--- src/rtl/kpd_pkg.sv ---
package kpd_pkg;
   typedef enum logic [1:0] {
      KS_IDLE   = 2'd0,
      KS_SEARCH = 2'd1,
      KS_DRAIN  = 2'd2
   } kpd_state_e;
endpackage

--- src/rtl/kpd_rtn_filter.sv ---
module kpd_rtn_filter #(
   parameter int W       = 5,
   parameter int DEB_CYC = 20000
) (
   input  logic         clk,
   input  logic         rst_n,
   input  logic [W-1:0] raw_n,
   input  logic         hold,
   output logic [W-1:0] sync_n,
   output logic [W-1:0] stable_n
);
   localparam int CW = $clog2(DEB_CYC + 1);

   logic [W-1:0]  meta_q, sync_q, cand_q, stab_q;
   logic [CW-1:0] cnt_q;

   always_ff @(posedge clk or negedge rst_n) begin
      if (!rst_n) begin
         meta_q <= '1;
         sync_q <= '1;
         cand_q <= '1;
         stab_q <= '1;
         cnt_q  <= '0;
      end else begin
         meta_q <= raw_n;
         sync_q <= meta_q;
         cand_q <= sync_q;
         if (hold || sync_q != cand_q || sync_q == stab_q) begin
            cnt_q <= '0;
         end else if (cnt_q == CW'(DEB_CYC - 1)) begin
            stab_q <= sync_q;
            cnt_q  <= '0;
         end else begin
            cnt_q <= cnt_q + 1'b1;
         end
      end
   end

   assign sync_n   = sync_q;
   assign stable_n = stab_q;
endmodule

--- src/rtl/kpd_first_low.sv ---
module kpd_first_low #(
   parameter int W  = 5,
   parameter int IW = 3
) (
   input  logic [W-1:0]  vec_n,
   output logic          found,
   output logic [IW-1:0] idx
);
   always_comb begin
      found = 1'b0;
      idx   = '0;
      for (int i = W - 1; i >= 0; i--) begin
         if (!vec_n[i]) begin
            found = 1'b1;
            idx   = IW'(i);
         end
      end
   end
endmodule

--- src/rtl/kpd_key_map.sv ---
module kpd_key_map #(
   parameter int NS     = 4,
   parameter int NR     = 5,
   parameter int RW     = 3,
   parameter int CLW    = 2,
   parameter int CODE_W = 5,
   parameter logic [NR*NS-1:0] NC_MASK = 'h9
) (
   input  logic [RW-1:0]     row,
   input  logic [CLW-1:0]    col,
   output logic [CODE_W-1:0] code,
   output logic              connected
);
   generate
      if ((1 << CLW) == NS) begin : g_concat
         assign code = CODE_W'({row, col});
      end else begin : g_mult
         assign code = CODE_W'(row) * CODE_W'(NS) + CODE_W'(col);
      end
   endgenerate

   assign connected = !NC_MASK[code];
endmodule

--- src/rtl/kpd_scan_ctrl.sv ---
module kpd_scan_ctrl
   import kpd_pkg::*;
#(
   parameter int NS        = 4,
   parameter int NR        = 5,
   parameter int RW        = 3,
   parameter int CLW       = 2,
   parameter int SETTLE    = 3
) (
   input  logic           clk,
   input  logic           rst_n,
   input  logic [NR-1:0]  stable_n,
   input  logic [NR-1:0]  sync_n,
   output logic [NS-1:0]  scan_n,
   output logic           hold,
   output logic           hit,
   output logic [RW-1:0]  hit_row,
   output logic [CLW-1:0] hit_col,
   output logic           released
);
   localparam int SW = $clog2(SETTLE + 1);

   kpd_state_e     state_q;
   logic [CLW-1:0] col_q;
   logic [SW-1:0]  wait_q;
   logic           row_found;
   logic [RW-1:0]  row_idx;

   kpd_first_low #(.W(NR), .IW(RW)) u_row (
      .vec_n (sync_n),
      .found (row_found),
      .idx   (row_idx)
   );

   always_ff @(posedge clk or negedge rst_n) begin
      if (!rst_n) begin
         state_q  <= KS_IDLE;
         col_q    <= '0;
         wait_q   <= '0;
         hit      <= 1'b0;
         hit_row  <= '0;
         hit_col  <= '0;
         released <= 1'b0;
      end else begin
         hit      <= 1'b0;
         released <= 1'b0;
         unique case (state_q)
            KS_IDLE: begin
               if (!(&stable_n)) begin
                  state_q <= KS_SEARCH;
                  col_q   <= '0;
                  wait_q  <= '0;
               end
            end
            KS_SEARCH: begin
               if (wait_q == SW'(SETTLE - 1)) begin
                  wait_q <= '0;
                  if (row_found) begin
                     hit     <= 1'b1;
                     hit_row <= row_idx;
                     hit_col <= col_q;
                     state_q <= KS_DRAIN;
                  end else if (col_q == CLW'(NS - 1)) begin
                     state_q <= KS_DRAIN;
                  end else begin
                     col_q <= col_q + 1'b1;
                  end
               end else begin
                  wait_q <= wait_q + 1'b1;
               end
            end
            KS_DRAIN: begin
               if (&stable_n) begin
                  state_q  <= KS_IDLE;
                  released <= 1'b1;
               end
            end
            default: state_q <= KS_IDLE;
         endcase
      end
   end

   always_comb begin
      scan_n = '0;
      if (state_q == KS_SEARCH) begin
         scan_n        = '1;
         scan_n[col_q] = 1'b0;
      end
   end

   assign hold = (state_q == KS_SEARCH);
endmodule

--- src/rtl/kpd_scanner.sv ---
module kpd_scanner #(
   parameter int NUM_SCAN     = 4,
   parameter int NUM_RET      = 5,
   parameter int DEBOUNCE_CYC = 20000,
   parameter int SETTLE_CYC   = 3,
   parameter logic [NUM_RET*NUM_SCAN-1:0] NC_MASK = 'h9,
   localparam int RW          = $clog2(NUM_RET),
   localparam int CLW         = $clog2(NUM_SCAN),
   localparam int CODE_W      = $clog2(NUM_RET * NUM_SCAN)
) (
   input  logic                clk,
   input  logic                rst_n,
   output logic [NUM_SCAN-1:0] scan_n,
   input  logic [NUM_RET-1:0]  ret_n,
   output logic [CODE_W-1:0]   key_code,
   output logic                key_valid,
   output logic                irq,
   input  logic                irq_ack
);
   generate
      if (NUM_SCAN < 2 || NUM_RET < 2) begin : g_bad_dims
         $error("kpd_scanner: matrix needs at least two scan and two return lines");
      end
      if (DEBOUNCE_CYC < 4) begin : g_bad_deb
         $error("kpd_scanner: DEBOUNCE_CYC must be at least 4");
      end
      if (SETTLE_CYC < 3) begin : g_bad_settle
         $error("kpd_scanner: SETTLE_CYC must cover the two-flop synchroniser");
      end
   endgenerate

   logic [NUM_RET-1:0] sync_n, stable_n;
   logic               hold, hit, released, connected;
   logic [RW-1:0]      hit_row;
   logic [CLW-1:0]     hit_col;
   logic [CODE_W-1:0]  code;

   kpd_rtn_filter #(.W(NUM_RET), .DEB_CYC(DEBOUNCE_CYC)) u_filt (
      .clk      (clk),
      .rst_n    (rst_n),
      .raw_n    (ret_n),
      .hold     (hold),
      .sync_n   (sync_n),
      .stable_n (stable_n)
   );

   kpd_scan_ctrl #(
      .NS(NUM_SCAN), .NR(NUM_RET), .RW(RW), .CLW(CLW), .SETTLE(SETTLE_CYC)
   ) u_ctrl (
      .clk      (clk),
      .rst_n    (rst_n),
      .stable_n (stable_n),
      .sync_n   (sync_n),
      .scan_n   (scan_n),
      .hold     (hold),
      .hit      (hit),
      .hit_row  (hit_row),
      .hit_col  (hit_col),
      .released (released)
   );

   kpd_key_map #(
      .NS(NUM_SCAN), .NR(NUM_RET), .RW(RW), .CLW(CLW),
      .CODE_W(CODE_W), .NC_MASK(NC_MASK)
   ) u_map (
      .row       (hit_row),
      .col       (hit_col),
      .code      (code),
      .connected (connected)
   );

   always_ff @(posedge clk or negedge rst_n) begin
      if (!rst_n) begin
         key_code  <= '0;
         key_valid <= 1'b0;
         irq       <= 1'b0;
      end else if (hit && connected) begin
         key_code  <= code;
         key_valid <= 1'b1;
         irq       <= 1'b1;
      end else begin
         if (irq_ack)  irq       <= 1'b0;
         if (released) key_valid <= 1'b0;
      end
   end
endmodule

--- config.mk ---
export PLATFORM = sky130hd
export DESIGN_NAME = kpd_scanner
export DESIGN_NICKNAME = d
export VERILOG_FILES = /design/src/rtl/kpd_pkg.sv /design/src/rtl/kpd_rtn_filter.sv /design/src/rtl/kpd_first_low.sv /design/src/rtl/kpd_key_map.sv /design/src/rtl/kpd_scan_ctrl.sv /design/src/rtl/kpd_scanner.sv
export SDC_FILE = /design/constraint.sdc
export NUM_CORES = 1
export LEC_CHECK = 0
export ABC_CLOCK_PERIOD_IN_PS = 1930
export BUFFER_PORTS_ARGS = -buffer_cell sky130_fd_sc_hd__clkbuf_2
export CORE_MARGIN = 10
export CORE_UTILIZATION = 53
export CTS_CLUSTER_SIZE = 28
export DETAILED_ROUTE_END_ITERATION = 12
export GPL_TIMING_DRIVEN = 1
export HOLD_SLACK_MARGIN = 0.02
export PLACE_DENSITY = 0.8
export RECOVER_POWER = 100
export SYNTH_ARGS = -nofsm -noshare
export SYNTH_HDL_FRONTEND = slang
export SYNTH_SLANG_ARGS = --single-unit
--- constraint.sdc ---
create_clock -name clk -period 1.93 [get_ports clk]
set_clock_uncertainty 0.2 [all_clocks]
set_input_delay 0.0965 -clock clk [delete_from_list [all_inputs] [get_ports clk]]
set_output_delay 0.0965 -clock clk [all_outputs]
set_load 0.01 [all_outputs]
After elaboration in Yosys (flattened, before gate mapping)
Memories as Yosys holds them, arrays and structs flattened.
Cells that the tools add are included.
{"block": "word_totals", "reg_bits": 55, "mem_count": 1, "latch_bits": 0, "ramBits": 0, "wordCells": 90, "output_inout_bits": 11, "romBits": 32}
{"memory": "(name not given)", "depth": 32, "word_bits": 1, "rd": 1, "rd_clocked_by_memory_dff": 0, "wr": 0, "line_no": "kpd_key_map.sv:22", "text": "assign connected = !NC_MASK[code];"}
{"block": "op_classes", "order_cmp": 3, "n_addsub": 3, "mul": 0, "mux": 38, "n_eq_ne": 13, "bitwise": 2, "shifts": 0, "n_reduce_logical": 15, "div_mod_pow": 0}
{"op": "$mux 15", "count": 2}
{"op": "$mux 2", "count": 10}
{"op": "$mux 1", "count": 16}
{"op": "$add 15x1->15 const B", "count": 1}
{"op": "$eq 15x15->1 const B", "count": 1}
{"op": "$mux 3", "count": 5}
{"op": "$reduce_and 5->1", "count": 2}
{"op": "$pmux 2 s2", "count": 2}
{"op": "$eq 2x2->1 const B", "count": 3}
{"op": "$lt 5x6->1 const B", "count": 1}
{"op": "$ne 2x2->1 const B", "count": 3}
{"op": "$pmux 2 s3", "count": 1}
{"op": "$reduce_bool 2->1", "count": 3}
{"op": "$eq 5x5->1", "count": 1}
{"op": "$ne 5x5->1", "count": 1}
{"op": "$add 2x1->2 const B", "count": 2}
{"op": "$mux 4", "count": 1}
{"op": "$ne 2x1->1 const B", "count": 2}
{"op": "$not 4->4", "count": 1}
{"op": "$reduce_and 2->1", "count": 2}
{"op": "$reduce_and 4->1", "count": 1}
{"op": "$lt 2x3->1 const B", "count": 1}
{"op": "$ne 3x1->1 const B", "count": 1}
{"op": "$reduce_and 3->1", "count": 1}
{"op": "8 further kinds", "count": 10}

Depth between registers and ports, before layout
{"block": "logic_depth", "ltp_word": 8, "depth_mapped": 7, "depth_no_buf": 5}

Cells and area by module
Synthesis repeated with hierarchy kept, for this count alone.
{"block": "hier_totals", "hier_cells": 203, "area_unflattened_um2": 2566.2}
{"module": "kpd_rtn_filter", "seq_area_each_um2": 900.9, "cells_each": 119, "n_inst": 1, "area_each_um2": 1539.0}
{"module": "kpd_scan_ctrl", "seq_area_each_um2": 325.3, "cells_each": 53, "n_inst": 1, "area_each_um2": 651.9}
{"module": "kpd_scanner", "seq_area_each_um2": 175.2, "cells_each": 17, "n_inst": 1, "area_each_um2": 279.0}
{"module": "kpd_key_map", "seq_area_each_um2": 0.0, "cells_each": 7, "n_inst": 1, "area_each_um2": 53.8}
{"module": "kpd_first_low", "seq_area_each_um2": 0.0, "cells_each": 7, "n_inst": 1, "area_each_um2": 42.5}

Worst setup path after synthesis
OpenSTA, ideal clock, no wires.
{"block": "synth_timing", "path_type": "flip-flop to flip-flop", "from": "reg u_filt.cnt_q[0]", "to": "reg u_filt.stab_q[0] (netlist: u_filt.stable_n[0])", "setup_ps": 82, "period_less_slack_ps": 2065, "arrival_time_ps": 1783, "n_path_buf": 2, "required_ps": 1648, "stages_incl_launch_ff": 8, "path_slack_ps": -135, "cell_sequence": "dfrtp_1 -> ha_1 -> and4_1 -> buf_2 -> and4_1 -> and4_1 -> buf_2 -> mux2_2"}
{"block": "synth_via", "elab_chain_cells": 2}
{"element": "start, declared", "line_no": "kpd_rtn_filter.sv:15", "text": "logic [CW-1:0] cnt_q;"}
{"element": "start signal, assigned", "line_no": "kpd_rtn_filter.sv:34", "text": "cnt_q <= cnt_q + 1'b1;"}
{"element": "$eq 15x15->1", "line_no": "kpd_rtn_filter.sv:30", "text": "end else if (cnt_q == CW'(DEB_CYC - 1)) begin"}
{"element": "$reduce_and 2->1 (no source line)"}
{"element": "end signal, assigned", "line_no": "kpd_rtn_filter.sv:31", "text": "stab_q <= sync_q;"}
{"element": "end, declared", "line_no": "kpd_rtn_filter.sv:14", "text": "logic [W-1:0] meta_q, sync_q, cand_q, stab_q;"}
No other way between the ends.
A chain may end at the register's enable or synchronous reset.

Final worst setup path
{"block": "layout_timing", "from": "reg u_filt.sync_q[3] (netlist: u_filt.sync_n[3])", "to": "reg u_ctrl.col_q[1]"}
{"block": "layout_via", "elab_chain_cells": 6}
{"element": "start, declared", "line_no": "kpd_rtn_filter.sv:14"}
{"element": "start signal, assigned", "line_no": "kpd_rtn_filter.sv:26", "text": "sync_q <= meta_q;"}
{"element": "$mux 1 (4 in a row)", "line_no": "kpd_first_low.sv:13", "text": "if (!vec_n[i]) begin"}
{"element": "$ne 2x2->1 (no source line)"}
{"element": "$reduce_and 5->1 (no source line)"}
{"element": "end signal, assigned", "line_no": "kpd_scan_ctrl.sv:66", "text": "col_q <= col_q + 1'b1;"}
{"element": "end, declared", "line_no": "kpd_scan_ctrl.sv:24", "text": "logic [CLW-1:0] col_q;"}
No other way between the ends.

==> results.txt <==
----------------------------------------------------
[Layout]
  Share of post-route cells with drive strength above 1 ... 39.7%
  Multi-input logic area ... 0.00114 mm²
  Final antenna diode count ... 0
  Footprint of the flip-flops and latches ... 0.00140 mm²
  Fill cell count ... 318
  Final core utilization ... 72.1%
  Area Growth Syn to Fin ... 29.4%
  Post-layout net count ... 279

[Logic synthesis]
  Area of the mapped netlist ... 0.00246 mm²
  Post-Synthesis Net Count ... 219
  Post-Syn Instances ... 206
  Seq cells post-synth ... 55
  Number of enable-type register cells in the synthesized netlist ... 0
  Distinct cell type count after synthesis ... 35
  Async S/R FF share, synth ... 100%
  Synthesized area per cell ... 11.9 µm²
  Synthesis warning total ... 0
  Proportion of synthesized chip area in sequential cells ... 57.0%
  Dominant synthesized flop cell ... dfrtp_1

[Critical path]
  Critical path launch point type ... flip-flop
  Type of the setup path with the least slack ... flip-flop to flip-flop
  Worst Path Max Fanout ... 4
  Maximum cell stage delay along the critical path ... 0.58 ns
  Ordered list of cells on the worst path ... clkbuf_4 > nand4_1 > or3_4 > or3_1 > o211ai_1
  RR Startpoint ... u_filt.sync_n[3]
  Family with the most delay on the worst path ... simple AND/OR/NAND/NOR gates
  Endpoint of the worst-slack reg-to-reg timing path ... u_ctrl.col_q[1]
  Nature of the critical path endpoint ... flip-flop
  Slowest CP cell ... dfstp_2
  Data required time at the worst endpoint ... 1.96 ns
  Combined buffer and inverter count along the critical path ... 1
  Register-to-Register Path Depth ... 5
  Arrival @ worst endpoint ... 1.97 ns
  Worst reg-to-reg setup slack ... -0.01 ns

[CTS]
  Number of buffers created by CTS ... 5
  CTS root buf ... clkbuf_8
  H-tree Lvls ... 2
  Worst-path clk slew ... 0.10 ns
  Clk Latency, worst-skew pair ... 0.31 ns
  TritonCTS clock tree ... done
  Buffer depth of the longest clock path ... 2
  Number of clock sinks ... 55

[STA]
  Achievable frequency ... 0.515 GHz
  Number of endpoints with negative hold slack in the final report ... 0
  Unrepaired setup endpoints after global routing ... yes
  Fin crit period ... 1.94 ns
  Final Max Tran Viols ... 0
  Max-Slew Margin vs Limit ... 38.6%
  Final worst slack ... -0.0115 ns
  Worst-margin pin slew ... 0.921 ns
  Period Utilization, post-route ... 101%
  Setup violators final ... 7

[Worst hold path]
  Hold_sp ... u_filt.meta_q[3]
  Hold/Removal Path Class ... flip-flop to flip-flop
  Number of cells on the worst hold path ... 0
  Worst Hold Path EP ... u_filt.sync_n[3]

[Floorplanning]
  Rows ... 24
  Standard cell core area ... 0.00441 mm²
  Initial cell density of the core ... 55.7%
  Die Wd ... 88.1 µm
  Die height ... 88.1 µm
  Area enclosed by the die boundary ... 0.00777 mm²
  Top-Level Pins ... 19

[GRT]
  Wire length of the first global-routing pass ... 8.30 mm
  Vias in the first global route ... 1841
  Initial antenna violation count ... 0
  Global-route congestion overflow total ... 0
  Pin count of the biggest net entering global routing ... 21
  Global Route Usage Sum ... 13.3%

[Placed design]
  Post-DP HPWL ... 3.49 mm
  Pre-CTS setup slack ... -0.0213 ns
  Number of buffer cells added on primary ports ... 18
  GP Congestion ... 0.820

[Routing]
  Wire per inst ... 16.1 µm
  Iteration-0 DRC Markers ... 121
  Total wire length ... 5.14 mm
  Remaining DRCs ... 0
  Initial DRT Pass Iterations ... 4
  Antenna-violating nets left ... 0
  Routed vias ... 1798
  Detail-routed via count per cell ... 5.64

[Status]
  Violated checks ... setup timing
  Run status ... finished with violations

[Power]
  Power per unit of standard cell area ... 838 mW/mm²
  Post-layout power ... 2670 µW
  Highest ir drop seen on vdd ... 0.674 mV
  Reported leakage power ... 0.00133 µW

[Job]
  Max Cap Viol ... 0

----------------------------------------------------
[routing by layer]
layer	wire length (µm)	up-vias	share of wire, %	GRT usage [%]
met5	0	-	0	0
met4	67	0	1.3	4.99
met3	176	5	3.4	2.79
met2	2590	32	51	22.8
met1	2300	906	45	16.1
li1	-	855	-	-
[report_power, final]
group	leakage (µW)	internal [µW]	switching, µW
logic	0.000604	270	351
registers	0.000680	1310	95.4
clock network	0.0000489	263	378
[cells in the mapped netlist, types with 2 or more instances]
cell / count / share of area (%)
nand4_1: 5 / 1.3
mux2_2: 13 / 6.0
nor2_1: 11 / 1.7
ha_1: 5 / 2.5
dfstp_2: 20 / 21
nor4_1: 12 / 3.1
o211ai_1: 4 / 1.2
nand3_1: 7 / 1.4
a2111oi_2: 2 / 1.2
nand2_1: 12 / 1.8
and4_1: 5 / 1.8
nor3_1: 5 / 1.0
o21ai_0: 5 / 1.0
or3_1: 3 / 0.76
nor4b_1: 2 / 0.71
dfrtp_1: 35 / 36
xor2_1: 14 / 5.0
o31ai_1: 3 / 0.92
inv_1: 10 / 1.5
xnor2_1: 8 / 2.8
buf_2: 5 / 1.0
a22o_1: 2 / 0.71
clkbuf_1: 5 / 0.76
or4_1: 2 / 0.61
[stage by stage]
step	instance area (µm²)	setup TNS [ns]	hold WS, ns	instances
global route	3180	-1.60	0.171	319
CTS	3040	0	0.0553	314
global placement	2840	-0.0263	-0.157	297
floorplan	2510	-0.295	-0.399	206
detailed placement	2840	-0.0812	-0.154	297
finish	3180	-0.0569	0.162	319
[registers in the layout (all words and copies together), names as in the netlist]
signal,cells
u_ctrl.col_q,2
u_filt.cand_q,5
u_ctrl.hit_row,3
u_filt.stable_n,5
u_ctrl.released,1
u_ctrl.wait_q,2
u_filt.sync_n,5
irq,1
u_filt.meta_q,5
key_code,5
u_ctrl.hit_col,2
u_ctrl.state_q,2
key_valid,1
u_ctrl.hit,1
u_filt.cnt_q,15
[cell families (layout without fill, tap and decap cells)]
group	count (synthesis)	after routing	synth area share, %
AO/OA/AOI/OAI	19	19	6.46
XOR/XNOR	22	22	7.83
adder cells (fa/ha/maj)	5	5	2.54
buffers and inverters	21	82	3.76
flip-flops	55	55	57.0
multiplexers	13	13	5.95
AND/OR/NAND/NOR	71	71	16.5
[cell usage in the layout, fill, tap and decap left out, types with 5 or more instances in the layout]
cell type / n
dfrtp_1: 35
buf_4: 30
dfstp_2: 16
xor2_1: 13
clkbuf_1: 12
nor2_1: 11
nand2_1: 10
inv_1: 10
clkbuf_2: 9
xnor2_1: 8
nand3_1: 7
mux2_2: 7
dlygate4sd3_1: 7
mux2_4: 6
nand4_1: 5
nor4_1: 5
nor3_1: 5
o21ai_0: 5
clkbuf_8: 5
[how the worst max path moves through the flow]
| stage | from | end | slack, ns | cells after the start |
|---|---|---|---|---|
| floorplan | u_filt.cnt_q[0] | u_filt.stable_n[0] | -0.04 | 7 |
| global placement | u_filt.cnt_q[8] | u_filt.stable_n[1] | -0.006 | 5 |
| detailed placement | u_filt.cnt_q[0] | u_filt.stable_n[3] | -0.02 | 6 |
| CTS | u_filt.cnt_q[0] | u_filt.stable_n[3] | 0.005 | 6 |
| global route | u_filt.sync_n[3] | u_ctrl.col_q[1] | -0.10 | 5 |
| finish | u_filt.sync_n[3] | u_ctrl.col_q[1] | -0.01 | 5 |
[area by class of cell]
class / instances / area share [%]
clock buffer: 5 / 2.16
inverter: 10 / 1.18
clock inverter: 3 / 0.708
tap: 52 / 2.04
timing repair buffer: 64 / 14.2
multi-input combinational: 130 / 35.7
sequential: 55 / 44.0
[timing repair]
item,in CTS,in global routing
endpoints found under the hold margin,53,0
endpoints found under the setup margin,7,14
buffers inserted,2,4
hold buffers,7,0
cloned,0,1
gates resized for setup,5,21
pin swaps,1,15
Power figures use the tool's default switching activity.
